### config.mk
export PLATFORM = sky130hd
export DESIGN_NAME = sramStrobeGen
export DESIGN_NICKNAME = d
export VERILOG_FILES = /design/src/rtl/sramStrobePkg.sv /design/src/rtl/sramStrobeCtrl.sv /design/src/rtl/sramStrobeDpath.sv /design/src/rtl/sramStrobeGen.sv
export SDC_FILE = /design/constraint.sdc
export NUM_CORES = 1
export LEC_CHECK = 0
export ABC_AREA = 1
export BUFFER_PORTS_ARGS = -buffer_cell sky130_fd_sc_hd__buf_2
export CAP_MARGIN = 0
export CELL_PAD_IN_SITES_DETAIL_PLACEMENT = 1
export CELL_PAD_IN_SITES_GLOBAL_PLACEMENT = 1
export CORE_MARGIN = 10
export CORE_UTILIZATION = 37
export DETAILED_ROUTE_END_ITERATION = 6
export PLACE_DENSITY = 0.82
export SYNTH_ARGS = -nofsm -noshare
export SYNTH_HDL_FRONTEND = slang
export SYNTH_SLANG_ARGS = --single-unit
### constraint.sdc
create_clock -name clk -period 3.05 [get_ports clk]
set_input_delay 0.305 -clock clk [delete_from_list [all_inputs] [get_ports clk]]
set_output_delay 0.305 -clock clk [all_outputs]
set_load 0.01 [all_outputs]
### src/rtl/sramStrobePkg.sv
package sramStrobePkg;

  localparam int CNT_W = 6;

  typedef logic [CNT_W-1:0] cntT;

  typedef struct packed {
    cntT stbSetup;
    cntT stbPulse;
    cntT csSetup;
    cntT csPulse;
    cntT cycle;
  } timT;

  localparam timT SLOW_RD = '{stbSetup: cntT'(1), stbPulse: cntT'(1),
                              csSetup: cntT'(0), csPulse: cntT'(2), cycle: cntT'(2)};
  localparam timT SLOW_WR = '{stbSetup: cntT'(1), stbPulse: cntT'(1),
                              csSetup: cntT'(0), csPulse: cntT'(3), cycle: cntT'(3)};

  typedef enum logic [1:0] {ST_IDLE, ST_RUN, ST_FIN} phaseT;

  typedef struct packed {
    logic load;
    logic csLow;
    logic rdLow;
    logic weLow;
    logic isWrite;
    logic done;
  } stbT;

endpackage

### src/rtl/sramStrobeCtrl.sv
module sramStrobeCtrl
  import sramStrobePkg::*;
(
  input  logic clk,
  input  logic rstN,
  input  logic slowMode,
  input  logic reqValid,
  input  logic reqWrite,
  input  timT  cfgRd,
  input  timT  cfgWr,
  output logic reqReady,
  output stbT  stb
);

  phaseT state;
  cntT   cnt;
  timT   tim;
  timT   pick;
  logic  isWr;
  logic  accept;
  logic  lastPhase;

  function automatic logic inWin(cntT c, cntT s, cntT p);
    logic [CNT_W:0] endPt;
    endPt = {1'b0, s} + {1'b0, p};
    return ({1'b0, c} >= {1'b0, s}) && ({1'b0, c} < endPt);
  endfunction

  always_comb begin
    if (slowMode) pick = reqWrite ? SLOW_WR : SLOW_RD;
    else          pick = reqWrite ? cfgWr : cfgRd;
    if (pick.cycle == '0) pick.cycle = cntT'(1);
  end

  assign accept    = (state == ST_IDLE) && reqValid;
  assign lastPhase = (cnt == tim.cycle - cntT'(1));
  assign reqReady  = (state == ST_IDLE);

  always_ff @(posedge clk or negedge rstN) begin
    if (!rstN) begin
      state <= ST_IDLE;
      cnt   <= '0;
      tim   <= '0;
      isWr  <= 1'b0;
    end else begin
      unique case (state)
        ST_IDLE: if (accept) begin
          state <= ST_RUN;
          cnt   <= '0;
          tim   <= pick;
          isWr  <= reqWrite;
        end
        ST_RUN: begin
          if (lastPhase) state <= ST_FIN;
          else           cnt   <= cnt + cntT'(1);
        end
        default: state <= ST_IDLE;
      endcase
    end
  end

  always_comb begin
    stb         = '0;
    stb.load    = accept;
    stb.isWrite = isWr;
    stb.done    = (state == ST_FIN);
    if (state == ST_RUN) begin
      stb.csLow = inWin(cnt, tim.csSetup, tim.csPulse);
      stb.rdLow = !isWr && inWin(cnt, tim.stbSetup, tim.stbPulse);
      stb.weLow = isWr && inWin(cnt, tim.stbSetup, tim.stbPulse);
    end
  end

  // the phase counter never reaches the latched cycle length
  assert_cnt_range_R3: assert property (@(posedge clk) disable iff (!rstN)
    (state == ST_RUN) |-> ({1'b0, cnt} < {1'b0, tim.cycle}));

  // timing captured at acceptance holds for the whole access
  assert_timing_hold_R7: assert property (@(posedge clk) disable iff (!rstN)
    (state == ST_RUN && $past(state == ST_RUN)) |-> ($stable(tim) && $stable(isWr)));

endmodule

### src/rtl/sramStrobeDpath.sv
module sramStrobeDpath
  import sramStrobePkg::*;
#(
  parameter int ADDR_W   = 24,
  parameter int DATA_W   = 16,
  parameter int CS_NUM   = 2,
  parameter int CS_SEL_W = 1
) (
  input  logic                clk,
  input  logic                rstN,
  input  stbT                 stb,
  input  logic [CS_SEL_W-1:0] reqCsSel,
  input  logic [ADDR_W-1:0]   reqAddr,
  input  logic [DATA_W-1:0]   reqWdata,
  input  logic [DATA_W-1:0]   memDataIn,
  output logic [ADDR_W-1:0]   memAddr,
  output logic [CS_NUM-1:0]   memCsN,
  output logic                memRdN,
  output logic                memWeN,
  output logic [DATA_W-1:0]   memDataOut,
  output logic                memDataOe,
  output logic                accessDone,
  output logic [DATA_W-1:0]   accessRdata
);

  logic [CS_SEL_W-1:0] csSelQ;

  always_ff @(posedge clk or negedge rstN) begin
    if (!rstN) begin
      memAddr     <= '0;
      memDataOut  <= '0;
      csSelQ      <= '0;
      memRdN      <= 1'b1;
      memWeN      <= 1'b1;
      memDataOe   <= 1'b0;
      accessDone  <= 1'b0;
      accessRdata <= '0;
    end else begin
      if (stb.load) begin
        memAddr    <= reqAddr;
        memDataOut <= reqWdata;
        csSelQ     <= reqCsSel;
      end
      memRdN     <= !stb.rdLow;
      memWeN     <= !stb.weLow;
      memDataOe  <= stb.csLow && stb.isWrite;
      accessDone <= stb.done;
      if (!memRdN && !stb.rdLow) accessRdata <= memDataIn;
    end
  end

  for (genvar i = 0; i < CS_NUM; i++) begin : gCs
    logic csNBit;
    always_ff @(posedge clk or negedge rstN) begin
      if (!rstN) csNBit <= 1'b1;
      else       csNBit <= !(stb.csLow && (csSelQ == CS_SEL_W'(i)));
    end
    assign memCsN[i] = csNBit;
  end

  // never both strobes active
  assert_no_dual_strobe_R13: assert property (@(posedge clk) disable iff (!rstN)
    !(!memRdN && !memWeN));

  // completion pulse sees an idle bus and lasts one cycle
  assert_done_idle_R11: assert property (@(posedge clk) disable iff (!rstN)
    accessDone |-> (memRdN && memWeN && (&memCsN) && !memDataOe));
  assert_done_pulse_R11: assert property (@(posedge clk) disable iff (!rstN)
    accessDone |=> !accessDone);

  // address steady while any chip select is held low
  assert_addr_hold_R8: assert property (@(posedge clk) disable iff (!rstN)
    (!(&memCsN) && $past(!(&memCsN))) |-> $stable(memAddr));

  // data drive only inside a chip-select window
  assert_oe_in_cs_R10: assert property (@(posedge clk) disable iff (!rstN)
    memDataOe |-> !(&memCsN));

  // at most one chip select low
  assert_one_cs_R6: assert property (@(posedge clk) disable iff (!rstN)
    $countones(~memCsN) <= 1);

endmodule

### src/rtl/sramStrobeGen.sv
module sramStrobeGen
  import sramStrobePkg::*;
#(
  parameter int ADDR_W = 24,
  parameter int DATA_W = 16,
  parameter int CS_NUM = 2,
  localparam int CS_SEL_W = (CS_NUM > 1) ? $clog2(CS_NUM) : 1
) (
  input  logic                clk,
  input  logic                rstN,
  input  logic                slowMode,
  input  logic                reqValid,
  output logic                reqReady,
  input  logic                reqWrite,
  input  logic [CS_SEL_W-1:0] reqCsSel,
  input  logic [ADDR_W-1:0]   reqAddr,
  input  logic [DATA_W-1:0]   reqWdata,
  input  logic [CNT_W-1:0]    cfgRdSetup,
  input  logic [CNT_W-1:0]    cfgRdPulse,
  input  logic [CNT_W-1:0]    cfgRdCsSetup,
  input  logic [CNT_W-1:0]    cfgRdCsPulse,
  input  logic [CNT_W-1:0]    cfgRdCycle,
  input  logic [CNT_W-1:0]    cfgWrSetup,
  input  logic [CNT_W-1:0]    cfgWrPulse,
  input  logic [CNT_W-1:0]    cfgWrCsSetup,
  input  logic [CNT_W-1:0]    cfgWrCsPulse,
  input  logic [CNT_W-1:0]    cfgWrCycle,
  output logic [ADDR_W-1:0]   memAddr,
  output logic [CS_NUM-1:0]   memCsN,
  output logic                memRdN,
  output logic                memWeN,
  output logic [DATA_W-1:0]   memDataOut,
  output logic                memDataOe,
  input  logic [DATA_W-1:0]   memDataIn,
  output logic                accessDone,
  output logic [DATA_W-1:0]   accessRdata
);

  timT cfgRd;
  timT cfgWr;
  stbT stb;

  assign cfgRd = '{stbSetup: cfgRdSetup, stbPulse: cfgRdPulse,
                   csSetup: cfgRdCsSetup, csPulse: cfgRdCsPulse, cycle: cfgRdCycle};
  assign cfgWr = '{stbSetup: cfgWrSetup, stbPulse: cfgWrPulse,
                   csSetup: cfgWrCsSetup, csPulse: cfgWrCsPulse, cycle: cfgWrCycle};

  sramStrobeCtrl uCtrl (
    .clk      (clk),
    .rstN     (rstN),
    .slowMode (slowMode),
    .reqValid (reqValid),
    .reqWrite (reqWrite),
    .cfgRd    (cfgRd),
    .cfgWr    (cfgWr),
    .reqReady (reqReady),
    .stb      (stb)
  );

  sramStrobeDpath #(
    .ADDR_W   (ADDR_W),
    .DATA_W   (DATA_W),
    .CS_NUM   (CS_NUM),
    .CS_SEL_W (CS_SEL_W)
  ) uDpath (
    .clk         (clk),
    .rstN        (rstN),
    .stb         (stb),
    .reqCsSel    (reqCsSel),
    .reqAddr     (reqAddr),
    .reqWdata    (reqWdata),
    .memDataIn   (memDataIn),
    .memAddr     (memAddr),
    .memCsN      (memCsN),
    .memRdN      (memRdN),
    .memWeN      (memWeN),
    .memDataOut  (memDataOut),
    .memDataOe   (memDataOe),
    .accessDone  (accessDone),
    .accessRdata (accessRdata)
  );

endmodule

Word level (Yosys, flattened, before mapping). Cells that the tools add are included.

Flip-flop bits (word level): 102. Latch bits: 0. RAM bits: 0. ROM bits: 0. Output and inout port bits: 63. Word-level logic and storage cells: 65. Memories kept: 0.

Add/sub/neg operators: 4. Multiply operators: 0. Div/mod/pow operators: 0. Magnitude comparators: 4. Eq/ne operators: 6. Shift operators: 0. Muxes and demuxes: 11. Bitwise operators: 1. Reduce and logical (&&, ||, !) cells: 21.

Operator list (number): 2-to-1 mux 30 bit (2); 2-to-1 mux 6 bit (3); adder 6 x 6 -> 7 bit (2); < comparator 6 x 7 -> 1 bit (2); >= comparator 6 bit (2); one-hot mux 6 bit (2 select lines) (1); logical AND 1 bit (9); 2-to-1 mux 7 bit (1); adder 6 x 1 -> 6 bit (second input constant) (1); equality test 6 bit (1); zero test 1 bit (6); zero test 6 bit (1); subtractor 6 x 1 -> 6 bit (second input constant) (1); 2-to-1 mux 2 bit (2); inequality test 2 x 1 -> 1 bit (second input constant) (2); one-hot mux 2 bit (2 select lines) (1); AND reduction 2 bit (2); 2-to-1 mux 3 bit (1); AND reduction 3 bit (1); equality test 2 x 1 -> 1 bit (second input constant) (1); equality test 2 bit (second input constant) (1); zero test 2 bit (1); inequality test 2 bit (second input constant) (1); nonzero test 2 bit (1); inverter 1 bit (1).

Longest topological paths before layout.
Depth after elaboration: 7. Depth in mapped cells: 18. Gate-level depth less buffers: 17.

By module. A second synthesis with hierarchy kept.

Cell total of the unflattened synthesis: 661. Area total of the unflattened synthesis: 5501.5 µm².

By module, submodules not included: sramStrobeCtrl (times used 1, cells an instance 406, area each 3089.2 µm²); sramStrobeDpath (times used 1, cells an instance 255, area each 2412.3 µm²).

Worst setup path after synthesis. Ideal clock, no wire load.

Kind: register to register. From: register uCtrl.tim[24] (netlist name). To: register uDpath.accessRdata[10]. Arrival: 2.239 ns. Slack: 0.694 ns. Cell stages (with the launch flop): 16. Path buffers: 1. Period minus slack after synthesis: 2.356 ns. Cells stage by stage: dfrtp_1 -> ha_1 -> fa_1 -> xnor2_1 -> ha_1 -> a21oi_1 -> nand2_1 -> nand2_1 -> nand2_1 -> nand2_1 -> nand2_1 -> nand2_2 -> nand3_4 -> buf_4 -> nand3_1 -> nand2_1.

Cells in the longest elaborated chain, start to end: 7. Elaborated cells on any way between the ends: 8. Those cells by class: add/sub (1); order compare (2); mux (1); reduce/logical (4).

Ends and longest elaborated chain: start: declaration (line sramStrobeCtrl.sv:17) `timT tim;`; start signal: assignment (line sramStrobeCtrl.sv:50) `tim <= pick;`; adder 6 x 6 -> 7 bit (line sramStrobeCtrl.sv:25) `endPt = {1'b0, s} + {1'b0, p};`; < comparator 6 x 7 -> 1 bit (line sramStrobeCtrl.sv:26) `return ({1'b0, c} >= {1'b0, s}) && ({1'b0, c} < endPt);`; logical AND 1 bit (*) (line sramStrobeCtrl.sv:26); logical AND 1 bit (*) (line sramStrobeCtrl.sv:69) `stb.rdLow = !isWr && inWin(cnt, tim.stbSetup, tim.stbPulse);`; 2-to-1 mux 3 bit (*) (line sramStrobeCtrl.sv:67) `if (state == ST_RUN) begin`; zero test 1 bit (*) (line sramStrobeDpath.sv:48) `if (!memRdN && !stb.rdLow) accessRdata <= memDataIn;`; logical AND 1 bit (*) (line sramStrobeDpath.sv:48); end signal: assignment (line sramStrobeDpath.sv:48); end: declaration (line sramStrobeDpath.sv:23) `output logic [DATA_W-1:0] accessRdata`.

Mark *: on every way between the ends. The rest lies on a longest branch, timed or not. A chain may end at the register's enable or synchronous reset.

Final worst setup path.
From: register uCtrl.tim[24] (netlist name). To: register uDpath.accessRdata[13].

Same word-level chain as after synthesis.

==> metrics.md <==
| Metric | Value |
|---|---|
| Worst Clk Skew | 0.00754 ns |
| Ports | 185 |
| FFs w/ async S/R, synth | 100% |
| First-pass GRT wire length | 27200 um |
| Most frequent cells after synthesis | nand2_1 (240), dfrtp_1 (98), nor2_1 (46) |
| Unrepaired setup endpoints after global routing | no |
| Drc violations | 0 |
| Slowest Stage Delay on Critical Path | 0.42 ns |
| Worst Path Arrival | 2.96 ns |
| Core area | 14400 um^2 |
| Yosys top cell by area | dfrtp_1 |
| Status | completed |
| R2r setup slk | between 0.3 and 0.4 ns |
| WL final | around 17000 um |
| Avg Inst Size Synth | 8.35 um^2 |
| Worst Setup Start Kind | flop |
| Hold-fix buffers, CTS | 1 |
| Netlist Area Pre-Place | 5420 um^2 |
| H-tree depth | 3 |
| Hold Path Class | input port to flop |
| Int Pwr | 2.10 mW |
| Initial antenna violation count | 0 |
| Yosys cell types | 39 |
| Worst setup path start | uCtrl.tim[24] |
| FF-to-FF End | uDpath.accessRdata[13] |
| Synth Instances | 649 |
| Area grow syn2layout | 25.5% |
| Hold-critical path depth | 3 |
| Slew @ Worst Pin | ~0.76 ns |
| Post-CTS Setup Bufs | 0 |
| CTS clock-pin slew for the worst setup and hold paths | 0.07 ns |
| Cts repair resizes | 0 |
| Top post-synthesis cells by area | dfrtp_1 (45%), nand2_1 (17%), ha_1 (8.3%) |
| GPL Wtd Cong | 0.832 |
| Period Utilization, post-route | between 80 and 90% |
| Commonest register cell after synthesis | dfrtp_1 |
| Sw Pwr | 0.611 mW |
| WHS Endpoint | uDpath.memAddr[11] |
| Reg2reg path depth | 15 |
| Die Y | roughly 140 um |
| Fmax achieved | 0.374 GHz |
| Row count | 44 |
| FF/Latch Area | 2560 um^2 |
| Sink Count | 102 |
| Post-layout util | 47.2% |
| Most numerous cell in the Yosys netlist | nand2_1 |
| Slowest cell on the critical path | fa_1 |
| Ratio of cells with drive above 1 in the final layout | 26.4% |
| Starting DRT DRC Count | around 180 |
| Yosys Warn Count | 0 |
| Minimum clock period | about 2.7 ns |
| # nets final | 985 |
| CTS Buf Count | 9 |
| P per Cell Area | around 400 nW/um^2 |
| Final Setup Violations | 0 |
| Wire per inst | about 16 um |
| VDD IR max | 0.228 mV |
| Critical path type | flop to flop |
| Final Hold Violating Endpoints | 0 |
| Root buf cell | clkbuf_16 |
| Number of synthesized flops with an enable pin | 0 |
| Fin Hold WS | 0.136 ns |
| Seq cells post-synth | around 100 |
| Reg2Reg Launch Point | uCtrl.tim[24] |
| Post-synthesis net count | roughly 810 |
| Area of the multi-input gates | 2550 um^2 |
| CP bufs+invs | 0 |
| Leakage power | about 3.9 nW |
| Initial cell density of the core | 37.6% |
| DR vias | 4917 |
| Crit path required time | 3.34 ns |
| Antenna viol nets, final | 0 |
| Clk_lat worst skew | around 0.36 ns |
| Final Max Slew Viols | 0 |
| CTS tree | yes |
| Crit-path most repeated cell | nand2_1 |
| Tot GR Track Use | 16.6% |
| Sequential fraction of design power | between 50% and 60% |
| Post-synthesis sequential area ratio | 47.2% |
| Via density | ~4.9 |
| Synth top area share | between 40% and 50% |
| PortBufs | around 180 |
| Final TNS setup | 0 ns |
| Gate power share | under 10% |
| GRT overflow | 0 |
| DIE WIDTH | 141 um |
| Switching share of total power | 22.5% |
| Number of max-cap violations | 0 |
| Worst Setup End Kind | flop |
| Crit Path Max Fanout | 18 |
| Critical path, cell by cell | ha_1 -> fa_1 -> xnor2_1 -> ha_1 -> a21oi_1 -> nand2_1 -> nand2_1 -> nand2_1 -> nand2_1 -> nand2_1 -> nand2_2 -> nand3_4 -> nand2_4 -> nand2_1 -> nand2_1 |
| Worst hold start | reqAddr[11] |
| Vias in the first global route | 5521 |
| Maximum root-to-sink buffer count | 2 |
| Clk pwr share | between 40% and 50% |
| CP top delay family | simple AND/OR/NAND/NOR gates |
| DR pass1 iterations | 4 |
| Pin count of the biggest net entering global routing | 63 |
| Fill cells | about 1900 |
| Slew margin rel. | 49.0% |
| Dpl hpwl | 12700 um |
| Full die area | 19900 um^2 |
| N_diodes | 0 |
==> power groups by stage <==
stage	Clock [mW]	Combinational (mW)	Sequential, mW
2_1_floorplan	0	0.0420	1.40
4_1_cts	1.20	0.183	1.37
6_report	1.17	0.177	1.37
5_1_grt	1.26	0.201	1.37
3_5_place_dp	0	0.182	1.39
3_3_place_gp	0	0.176	1.39
==> flip-flops by register name, summed over array words and instances, names as in the netlist, 2 cells and up <==
signal / flops
uCtrl.state: 2
uCtrl.cnt: 6
uCtrl.tim: 30
uDpath.memAddr: 24
uDpath.accessRdata: 16
uDpath.gCs.csNBit: 2
uDpath.memDataOut: 16
==> final cells by class <==
cell class              instances  area share (%)
flip-flops and latches        102            37.6
clock inverters                 3           0.662
clock buffers                  12            3.62
inverters                      48            2.65
repair buffers                191            14.6
multi-input cells             473            37.5
well taps                     184            3.38
==> worst max path at each step <==
| stage | to | slack, ns | depth (start not counted) |
|---|---|---|---|
| after global routing | uDpath.accessRdata[9] | 0.09 | 17 |
| after floorplan | uDpath.accessRdata[10] | 0.69 | 15 |
| after CTS | uDpath.accessRdata[13] | 0.37 | 15 |
| final | uDpath.accessRdata[13] | 0.38 | 15 |
| after global placement | uDpath.accessRdata[10] | 0.48 | 15 |
| after detailed placement | uDpath.accessRdata[7] | 0.39 | 15 |
==> layer usage <==
layer / track usage (%) / up-vias / share of wire (%) / wire length [um]
met5: 0 / - / 0 / 0
met4: 4.08 / 0 / 0.91 / 151
met3: 6.05 / 12 / 6.4 / 1060
met2: 29.6 / 91 / 51 / 8480
met1: 18.4 / 2374 / 41 / 6820
li1: - / 2440 / - / -
==> placed cells by master, fill, tap and decap left out, types with 2 or more instances in the layout <==
cell,instances
clkbuf_1,2
nand3_1,35
fa_1,2
clkinvlp_4,2
nand2_1,240
nand3b_1,2
nand4_1,11
dfrtp_1,98
buf_2,183
nand2_2,3
buf_4,6
nand2_4,2
inv_1,45
xnor2_1,8
clkbuf_16,9
mux2i_1,10
nor2_1,46
xor2_1,8
dfstp_2,4
o31ai_1,2
a21oi_1,13
inv_2,2
o21ai_0,25
a21o_1,2
nor3_1,3
o32ai_1,10
a31oi_1,6
ha_1,36
==> worst register-to-register path, delay by kind of cell (launching register included) <==
kind / cells / cell delay (ns)
XOR/XNOR: 1 / 0.15
AO/OA/AOI/OAI: 1 / 0.14
flip-flops: 1 / 0.40
adder cells (fa/ha/maj): 3 / 0.93
AND/OR/NAND/NOR: 10 / 0.99
==> per-stage QoR <==
stage	instances	setup WS (ns)	power (mW)	cell area [um^2]
floorplan	649	0.694	1.44	5420
global placement	997	0.481	1.57	6500
detailed placement	997	0.393	1.58	6500
CTS	1013	0.374	2.76	6800
global route	1013	0.0857	2.83	6800
finish	1013	0.375	2.71	6800
==> kinds of logic (layout without fill, tap and decap cells) <==
| kind of cell | count (synthesis) | in the layout | share of synthesized area [%] |
|---|---|---|---|
| simple gates | 348 | 348 | 26.6 |
| flops | 102 | 102 | 47.2 |
| buf+inv | 74 | 254 | 5.73 |
| compound gates | 61 | 61 | 6.95 |
| fa+ha+maj | 38 | 38 | 9.05 |
| xor+xnor | 16 | 16 | 2.59 |
| mux | 10 | 10 | 1.85 |
(Power assumes the default switching activity.)
